$ cat src/rtl/prng_pkg.sv
package prng_pkg;

  typedef enum logic [1:0] {
    LEN_100    = 2'd0,
    LEN_63     = 2'd1,
    LEN_CUSTOM = 2'd2
  } len_sel_e;

  // number of stages for the chosen form
  function automatic int unsigned depth_of(len_sel_e sel, int unsigned cust_depth);
    case (sel)
      LEN_100: return 100;
      LEN_63:  return 63;
      default: return cust_depth;
    endcase
  endfunction

  // distance of the short feedback tap behind the write pointer
  function automatic int unsigned tap_of(len_sel_e sel, int unsigned cust_tap);
    case (sel)
      LEN_100: return 63;
      LEN_63:  return 62;
      default: return cust_tap;
    endcase
  endfunction

endpackage

$ cat src/rtl/prng_rst_sync.sv
module prng_rst_sync #(
  parameter int unsigned STAGES = 2
) (
  input  logic clk_i,
  input  logic rst_ni,
  output logic rst_sync_no
);

  logic [STAGES-1:0] sync_q;
  logic [STAGES-1:0] sync_d;

  always_comb begin
    sync_d = {sync_q[STAGES-2:0], 1'b1};
  end

  always_ff @(posedge clk_i or negedge rst_ni) begin
    if (!rst_ni) sync_q <= '0;
    else         sync_q <= sync_d;
  end

  assign rst_sync_no = sync_q[STAGES-1];

endmodule

$ cat src/rtl/prng_addr_ctr.sv
module prng_addr_ctr #(
  parameter int unsigned DEPTH = 100,
  parameter int unsigned TAPD  = 63,
  localparam int unsigned AW   = $clog2(DEPTH)
) (
  input  logic          clk_i,
  input  logic          rst_ni,
  input  logic          en_i,
  output logic [AW-1:0] wr_ptr_o,
  output logic [AW-1:0] tap_addr_o
);

  localparam logic [AW-1:0] LAST    = AW'(DEPTH - 1);
  localparam logic [AW-1:0] TAP_OFS = AW'(TAPD);
  localparam logic [AW-1:0] TAP_WRP = AW'(DEPTH - TAPD);

  logic [AW-1:0] ptr_q;
  logic [AW-1:0] ptr_d;

  always_comb begin
    ptr_d = ptr_q;
    if (en_i) begin
      if (ptr_q == LAST) ptr_d = '0;
      else               ptr_d = ptr_q + 1'b1;
    end
  end

  always_ff @(posedge clk_i or negedge rst_ni) begin
    if (!rst_ni) ptr_q <= '0;
    else         ptr_q <= ptr_d;
  end

  // short tap: pointer minus tap distance, modulo depth
  always_comb begin
    if (ptr_q >= TAP_OFS) tap_addr_o = ptr_q - TAP_OFS;
    else                  tap_addr_o = ptr_q + TAP_WRP;
  end

  assign wr_ptr_o = ptr_q;

endmodule

$ cat src/rtl/prng_hist_mem.sv
module prng_hist_mem #(
  parameter int unsigned DEPTH = 100,
  parameter int unsigned WIDTH = 8,
  localparam int unsigned AW   = $clog2(DEPTH)
) (
  input  logic             clk_i,
  input  logic             rst_ni,
  input  logic             we_i,
  input  logic [AW-1:0]    waddr_i,
  input  logic [WIDTH-1:0] wdata_i,
  input  logic [AW-1:0]    raddr_a_i,
  input  logic [AW-1:0]    raddr_b_i,
  output logic [WIDTH-1:0] rdata_a_o,
  output logic [WIDTH-1:0] rdata_b_o
);

  logic [WIDTH-1:0] word_q [DEPTH];

  for (genvar w = 0; w < DEPTH; w++) begin : g_word
    logic             hit;
    logic [WIDTH-1:0] word_d;

    always_comb begin
      hit    = we_i && (waddr_i == AW'(w));
      word_d = hit ? wdata_i : word_q[w];
    end

    always_ff @(posedge clk_i or negedge rst_ni) begin
      if (!rst_ni) word_q[w] <= '0;
      else         word_q[w] <= word_d;
    end
  end

  assign rdata_a_o = word_q[raddr_a_i];
  assign rdata_b_o = word_q[raddr_b_i];

endmodule

$ cat src/rtl/prng_feedback.sv
module prng_feedback #(
  parameter int unsigned WIDTH = 8
) (
  input  logic [WIDTH-1:0] long_tap_i,
  input  logic [WIDTH-1:0] short_tap_i,
  output logic [WIDTH-1:0] fb_o
);

  for (genvar l = 0; l < WIDTH; l++) begin : g_lane
    assign fb_o[l] = ~(long_tap_i[l] ^ short_tap_i[l]);
  end

endmodule

$ cat src/rtl/prng_bytestream.sv
module prng_bytestream #(
  parameter prng_pkg::len_sel_e LEN_SEL = prng_pkg::LEN_100,
  parameter int unsigned CUSTOM_DEPTH   = 7,
  parameter int unsigned CUSTOM_TAP     = 6,
  parameter int unsigned WIDTH          = 8
) (
  input  logic             clk_i,
  input  logic             rst_ni,
  input  logic             en_i,
  output logic [WIDTH-1:0] rnd_o,
  output logic             rnd_vld_o
);

  localparam int unsigned DEPTH = prng_pkg::depth_of(LEN_SEL, CUSTOM_DEPTH);
  localparam int unsigned TAPD  = prng_pkg::tap_of(LEN_SEL, CUSTOM_TAP);
  localparam int unsigned AW    = $clog2(DEPTH);

  logic             rst_core_n;
  logic [AW-1:0]    wr_ptr;
  logic [AW-1:0]    tap_addr;
  logic [WIDTH-1:0] oldest_word;
  logic [WIDTH-1:0] tap_word;
  logic [WIDTH-1:0] fb_word;
  logic [WIDTH-1:0] rnd_q;
  logic [WIDTH-1:0] rnd_d;
  logic             vld_q;
  logic             vld_d;

  prng_rst_sync #(.STAGES(2)) u_rst_sync (
    .clk_i       (clk_i),
    .rst_ni      (rst_ni),
    .rst_sync_no (rst_core_n)
  );

  prng_addr_ctr #(.DEPTH(DEPTH), .TAPD(TAPD)) u_addr_ctr (
    .clk_i      (clk_i),
    .rst_ni     (rst_core_n),
    .en_i       (en_i),
    .wr_ptr_o   (wr_ptr),
    .tap_addr_o (tap_addr)
  );

  prng_hist_mem #(.DEPTH(DEPTH), .WIDTH(WIDTH)) u_hist_mem (
    .clk_i     (clk_i),
    .rst_ni    (rst_core_n),
    .we_i      (en_i),
    .waddr_i   (wr_ptr),
    .wdata_i   (fb_word),
    .raddr_a_i (wr_ptr),
    .raddr_b_i (tap_addr),
    .rdata_a_o (oldest_word),
    .rdata_b_o (tap_word)
  );

  prng_feedback #(.WIDTH(WIDTH)) u_feedback (
    .long_tap_i  (oldest_word),
    .short_tap_i (tap_word),
    .fb_o        (fb_word)
  );

  always_comb begin
    rnd_d = en_i ? fb_word : rnd_q;
    vld_d = en_i;
  end

  always_ff @(posedge clk_i or negedge rst_core_n) begin
    if (!rst_core_n) begin
      rnd_q <= '0;
      vld_q <= 1'b0;
    end else begin
      rnd_q <= rnd_d;
      vld_q <= vld_d;
    end
  end

  assign rnd_o     = rnd_q;
  assign rnd_vld_o = vld_q;

endmodule

$ cat config.mk
export PLATFORM = sky130hd
export DESIGN_NAME = prng_bytestream
export DESIGN_NICKNAME = d
export VERILOG_FILES = /design/src/rtl/prng_pkg.sv /design/src/rtl/prng_rst_sync.sv /design/src/rtl/prng_addr_ctr.sv /design/src/rtl/prng_hist_mem.sv /design/src/rtl/prng_feedback.sv /design/src/rtl/prng_bytestream.sv
export SDC_FILE = /design/constraint.sdc
export NUM_CORES = 2
export LEC_CHECK = 0
export ABC_AREA = 1
export ABC_CLOCK_PERIOD_IN_PS = 28100
export BUFFER_PORTS_ARGS = -buffer_cell sky130_fd_sc_hd__buf_2
export CAP_MARGIN = 20
export CELL_PAD_IN_SITES_DETAIL_PLACEMENT = 0
export CELL_PAD_IN_SITES_GLOBAL_PLACEMENT = 2
export CORE_UTILIZATION = 37
export DETAILED_ROUTE_END_ITERATION = 16
export GPL_ROUTABILITY_DRIVEN = 1
export PLACE_DENSITY_LB_ADDON = 0.1
export RECOVER_POWER = 25
export SLEW_MARGIN = 25
export SYNTH_ARGS = -nofsm -noshare
export SYNTH_HDL_FRONTEND = slang
export SYNTH_SLANG_ARGS = --single-unit
$ cat constraint.sdc
create_clock -name clk_i -period 28.1 [get_ports clk_i]
set_input_delay 5.62 -clock clk_i [delete_from_list [all_inputs] [get_ports clk_i]]
set_output_delay 5.62 -clock clk_i [all_outputs]
set_load 0.01 [all_outputs]
==> PnR_summary.wiki <==
{| class="wikitable"
! Metric !! Value
|-
| Area share of the leading cell type in the synthesized netlist || between 40 and 50%
|-
| CTS HTree Levels || 3
|-
| CTS clock-pin slew for the worst setup and hold paths || about 60 ps
|-
| Final-stage net count || 7320
|-
| Via count of the first global-routing pass || between 40000 and 50000
|-
| Reg2Reg Capture Point || u_hist_mem.word_q[346]$_DFFE_PN0P_
|-
| Kind of launch point of the worst setup path || flop
|-
| Cell occurring most often along the worst timing path || clkbuf_1
|-
| Total power divided by cell area || approximately 130 nW/um^2
|-
| Final clock period utilization by the worst path || between 40% and 50%
|-
| Final number of setup-violating endpoints || 0
|-
| # IOs || 12
|-
| Storage cell area || 20500 sq um
|-
| Fill cells || 14600
|-
| Final non-filler cell total || ~9200
|-
| Slowest stage cell on the critical path || clkbuf_1
|-
| Max Root-Sink Buffers || 3
|-
| Final number of hold-violating endpoints || 0
|-
| Yosys cell types || 35
|-
| Post-DR vias/cell || between 5 and 6
|-
| DR DRC count || 0
|-
| Via count || about 53000
|-
| Core Util, Final || 40.4%
|-
| Global-route total usage across every layer || between 30 and 40%
|-
| Hold_buf cts || 0
|-
| Clock latency on the worst-skew pair || around 740 ps
|-
| Die Span Y || roughly 370 microns
|-
| Post-layout total power || approximately 7300 uW
|-
| Synthesized netlist cell count || roughly 7600
|-
| Quantity of gates resized following cts || 0
|-
| Hold EP || u_rst_sync.sync_q[1]$_DFF_PN0_
|-
| Hold wc startpoint || u_rst_sync.sync_q[0]$_DFF_PN0_
|-
| Post-synth top area cell || dfrtp_1
|-
| Overflow left after global routing || 0
|-
| Actual slew at the worst max-slew pin || ~6400 ps
|-
| Register-to-Register Path Depth || 4
|-
| Arr. time, crit path || 12730 ps
|-
| Routed wire length || 238 mm
|-
| Number of instances on the worst hold path || 0
|-
| First-pass detailed-route iteration total || 6
|-
| Detailed-route wire length per cell || ~26 microns
|-
| Setup tns final || 0 ps
|-
| Sequential element share of the synthesized area || around 41%
|-
| Placed Cells incl. Taps || 8988
|-
| Warnings, synthesis || 0
|-
| Worst hold path type || flop to flop
|-
| CTS buffer count || ~100
|-
| Tightest slew margin relative to the limit || -329%
|-
| Die Span X || between 300 and 400 microns
|-
| Number of violations of the max-capacitance limit || 8
|-
| Starting Density || a little under two fifths
|-
| Detailed-placement wirelength estimate || 145 mm
|-
| Crit-path cells || clkbuf_1, clkbuf_1, clkbuf_1, buf_4
|-
| Violated checks || max-capacitance violations, max-slew violations
|-
| Largest cells by area after synthesis || dfrtp_1 41%, nand2_1 21%, nand3_1 13%
|-
| Highest ir drop seen on vdd || roughly 140 uV
|-
| Port-buffer cells || 11
|-
| Share of final-layout standard cells stronger than drive strength 1 || 5.14%
|-
| Clock tree from TritonCTS || built
|-
| Area of the mapped netlist || 50500 sq um
|-
| Area added between synthesis and finish || 8.37%
|-
| Largest net degree at the start of global routing || roughly 190
|-
| Critical path start-end classification || flop to asynchronous set/reset pin
|-
| Detailed router's first-iteration violation count || 6159
|-
| Number of synthesized register bits || between 800 and 900
|-
| Critical Path Fanout Max || between 100 and 150
|-
| Area of the core || between 100000 and 150000 sq um
|-
| Footprint of the multi-input gates || roughly 26000 sq um
|-
| DIE AREA || roughly 140000 sq um
|-
| Setup repair after global routing missed its margin || false
|-
| Reg-to-reg setup timing slack || ~16000 ps
|-
| Total nets after synthesis || about 7600
|-
| Root buffer cell || clkbuf_16
|-
| Source of the worst register-to-register timing path || u_rst_sync.sync_q[1]$_DFF_PN0_
|-
| Delay of the slowest critical-path stage || between 4000 and 5000 ps
|-
| Worst-case clock skew || around 34 ps
|-
| Required time of the critical path || roughly 29000 ps
|-
| Worst setup slack before clock tree synthesis || just under 20000 ps
|-
| Number of antenna-violating nets in the routed design || 0
|-
| Antenna violations before repair || 4
|-
| Worst Setup Slack, final || approximately 16000 ps
|-
| Leak Pwr || roughly 0.027 uW
|-
| Max-slew violations || around 490
|-
| Run status || finished with violations
|-
| Setup repair bufs after CTS || 0
|-
| Fin crit period || 11960 ps
|-
| Num rows || about 140
|-
| Setup crit end kind || asynchronous set/reset pin
|-
| Upper clock frequency limit || roughly 0.084 GHz
|-
| Global-route wire length before repair || 347 mm
|-
| Total clock sinks || between 800 and 900
|-
| Final GP Congestion || around 0.90
|-
| Mean post-synth cell area || between 6 and 7 sq um
|}
-- routing by layer --
layer | global-route usage, % | up-vias | routed length [microns]
met5 | 0 | - | 13
met4 | 13.3 | 2 | 9200
met3 | 5.07 | 405 | 18300
met2 | 52.4 | 2325 | 106000
met1 | 47.7 | 26100 | 104000
li1 | - | 24100 | -
-- kinds of logic after synthesis --
group	count (synthesis)	share of synthesized area (%)
flip-flops	818	40.5
AND/OR/NAND/NOR	4871	40.0
adder cells (fa/ha/maj)	4	0.0991
other	1	0.00743
AO/OA/AOI/OAI	1036	11.0
XOR/XNOR	1	0.0174
buffers and inverters	871	8.30
-- worst max-delay path, delay by kind of cell, from the launching register on --
| family | cells | cell delay [ps] |
|---|---|---|
| buffers and inverters | 4 | 10230 |
| flip-flops | 1 | 1470 |
-- registers in the layout, summed over array words and instances, names as in the netlist --
register             cells
rnd_vld_o                1
u_hist_mem.word_q      800
u_addr_ctr.wr_ptr_o      7
rnd_o                    8
u_rst_sync.sync_q        2
-- synth_stat cells (all sizes together) --
cell type and instances:
nand3b 25, a21boi 2, nor3 24, nand4 24, nand3 1276, a22o 39
xor2 1, a21oi 262, o21ai 618, o22ai 66, conb 1, a211oi 4
nand2 2775, o211ai 37, buf 406, nor2 747, clkinv 7, clkbuf 131
a31oi 1, dfrtp 818, o22a 7, inv 327, ha 4
-- where the power goes --
| group | internal (uW) | leakage (uW) | switching, uW | total, uW |
|---|---|---|---|---|
| combinational | 834 | 0.0144 | 3280 | 4120 |
| clock | 860 | 0.00176 | 578 | 1440 |
| sequential | 1470 | 0.0111 | 269 | 1740 |
| total | 3160 | 0.0273 | 4130 | 7290 |
-- layout make-up --
type	instances	area share, %
tap	1781	4.07
timing repair buffer	142	1.98
clock buffer	144	5.49
multi-input combinational	5913	47.7
antenna	2	0.00915
inverter	334	2.33
clock inverter	38	1.01
sequential	818	37.4
-- stage by stage --
step	instance area [sq um]	hold WS, ps
final	54700	360
after global routing	54700	358
after CTS	54700	344
after detailed placement	51200	338
after global placement	51200	337
after floorplan	50500	331
-- cells in the final DEF (no fill, tap or decap), types with 13 or more instances in the layout --
cell type	instances
o211ai_1	37
inv_2	20
a22o_1	39
inv_1	304
a21oi_1	262
nor2_1	737
clkinv_2	20
nand3_4	18
clkbuf_16	106
nand3b_1	25
bufinv_16	13
nand2_1	2766
clkbuf_1	24
dfrtp_1	816
o21ai_0	615
nand4_1	24
nand3_1	1255
clkbuf_8	21
o22ai_1	66
buf_4	119
-- how the worst max path moves through the flow --
stage	cells past startpoint	slack [ps]	startpoint	to
2_1_floorplan	0	3610	u_rst_sync.sync_q[1]$_DFF_PN0_	rnd_o[0]$_DFFE_PN0P_
3_3_place_gp	9	19500	en_i	u_hist_mem.word_q[639]$_DFFE_PN0P_
3_5_place_dp	9	19440	en_i	u_hist_mem.word_q[632]$_DFFE_PN0P_
4_1_cts	9	20210	en_i	u_hist_mem.word_q[635]$_DFFE_PN0P_
5_1_grt	4	14160	u_rst_sync.sync_q[1]$_DFF_PN0_	u_hist_mem.word_q[346]$_DFFE_PN0P_
6_report	4	16140	u_rst_sync.sync_q[1]$_DFF_PN0_	u_hist_mem.word_q[346]$_DFFE_PN0P_
Power figures use the tool's default switching activity.
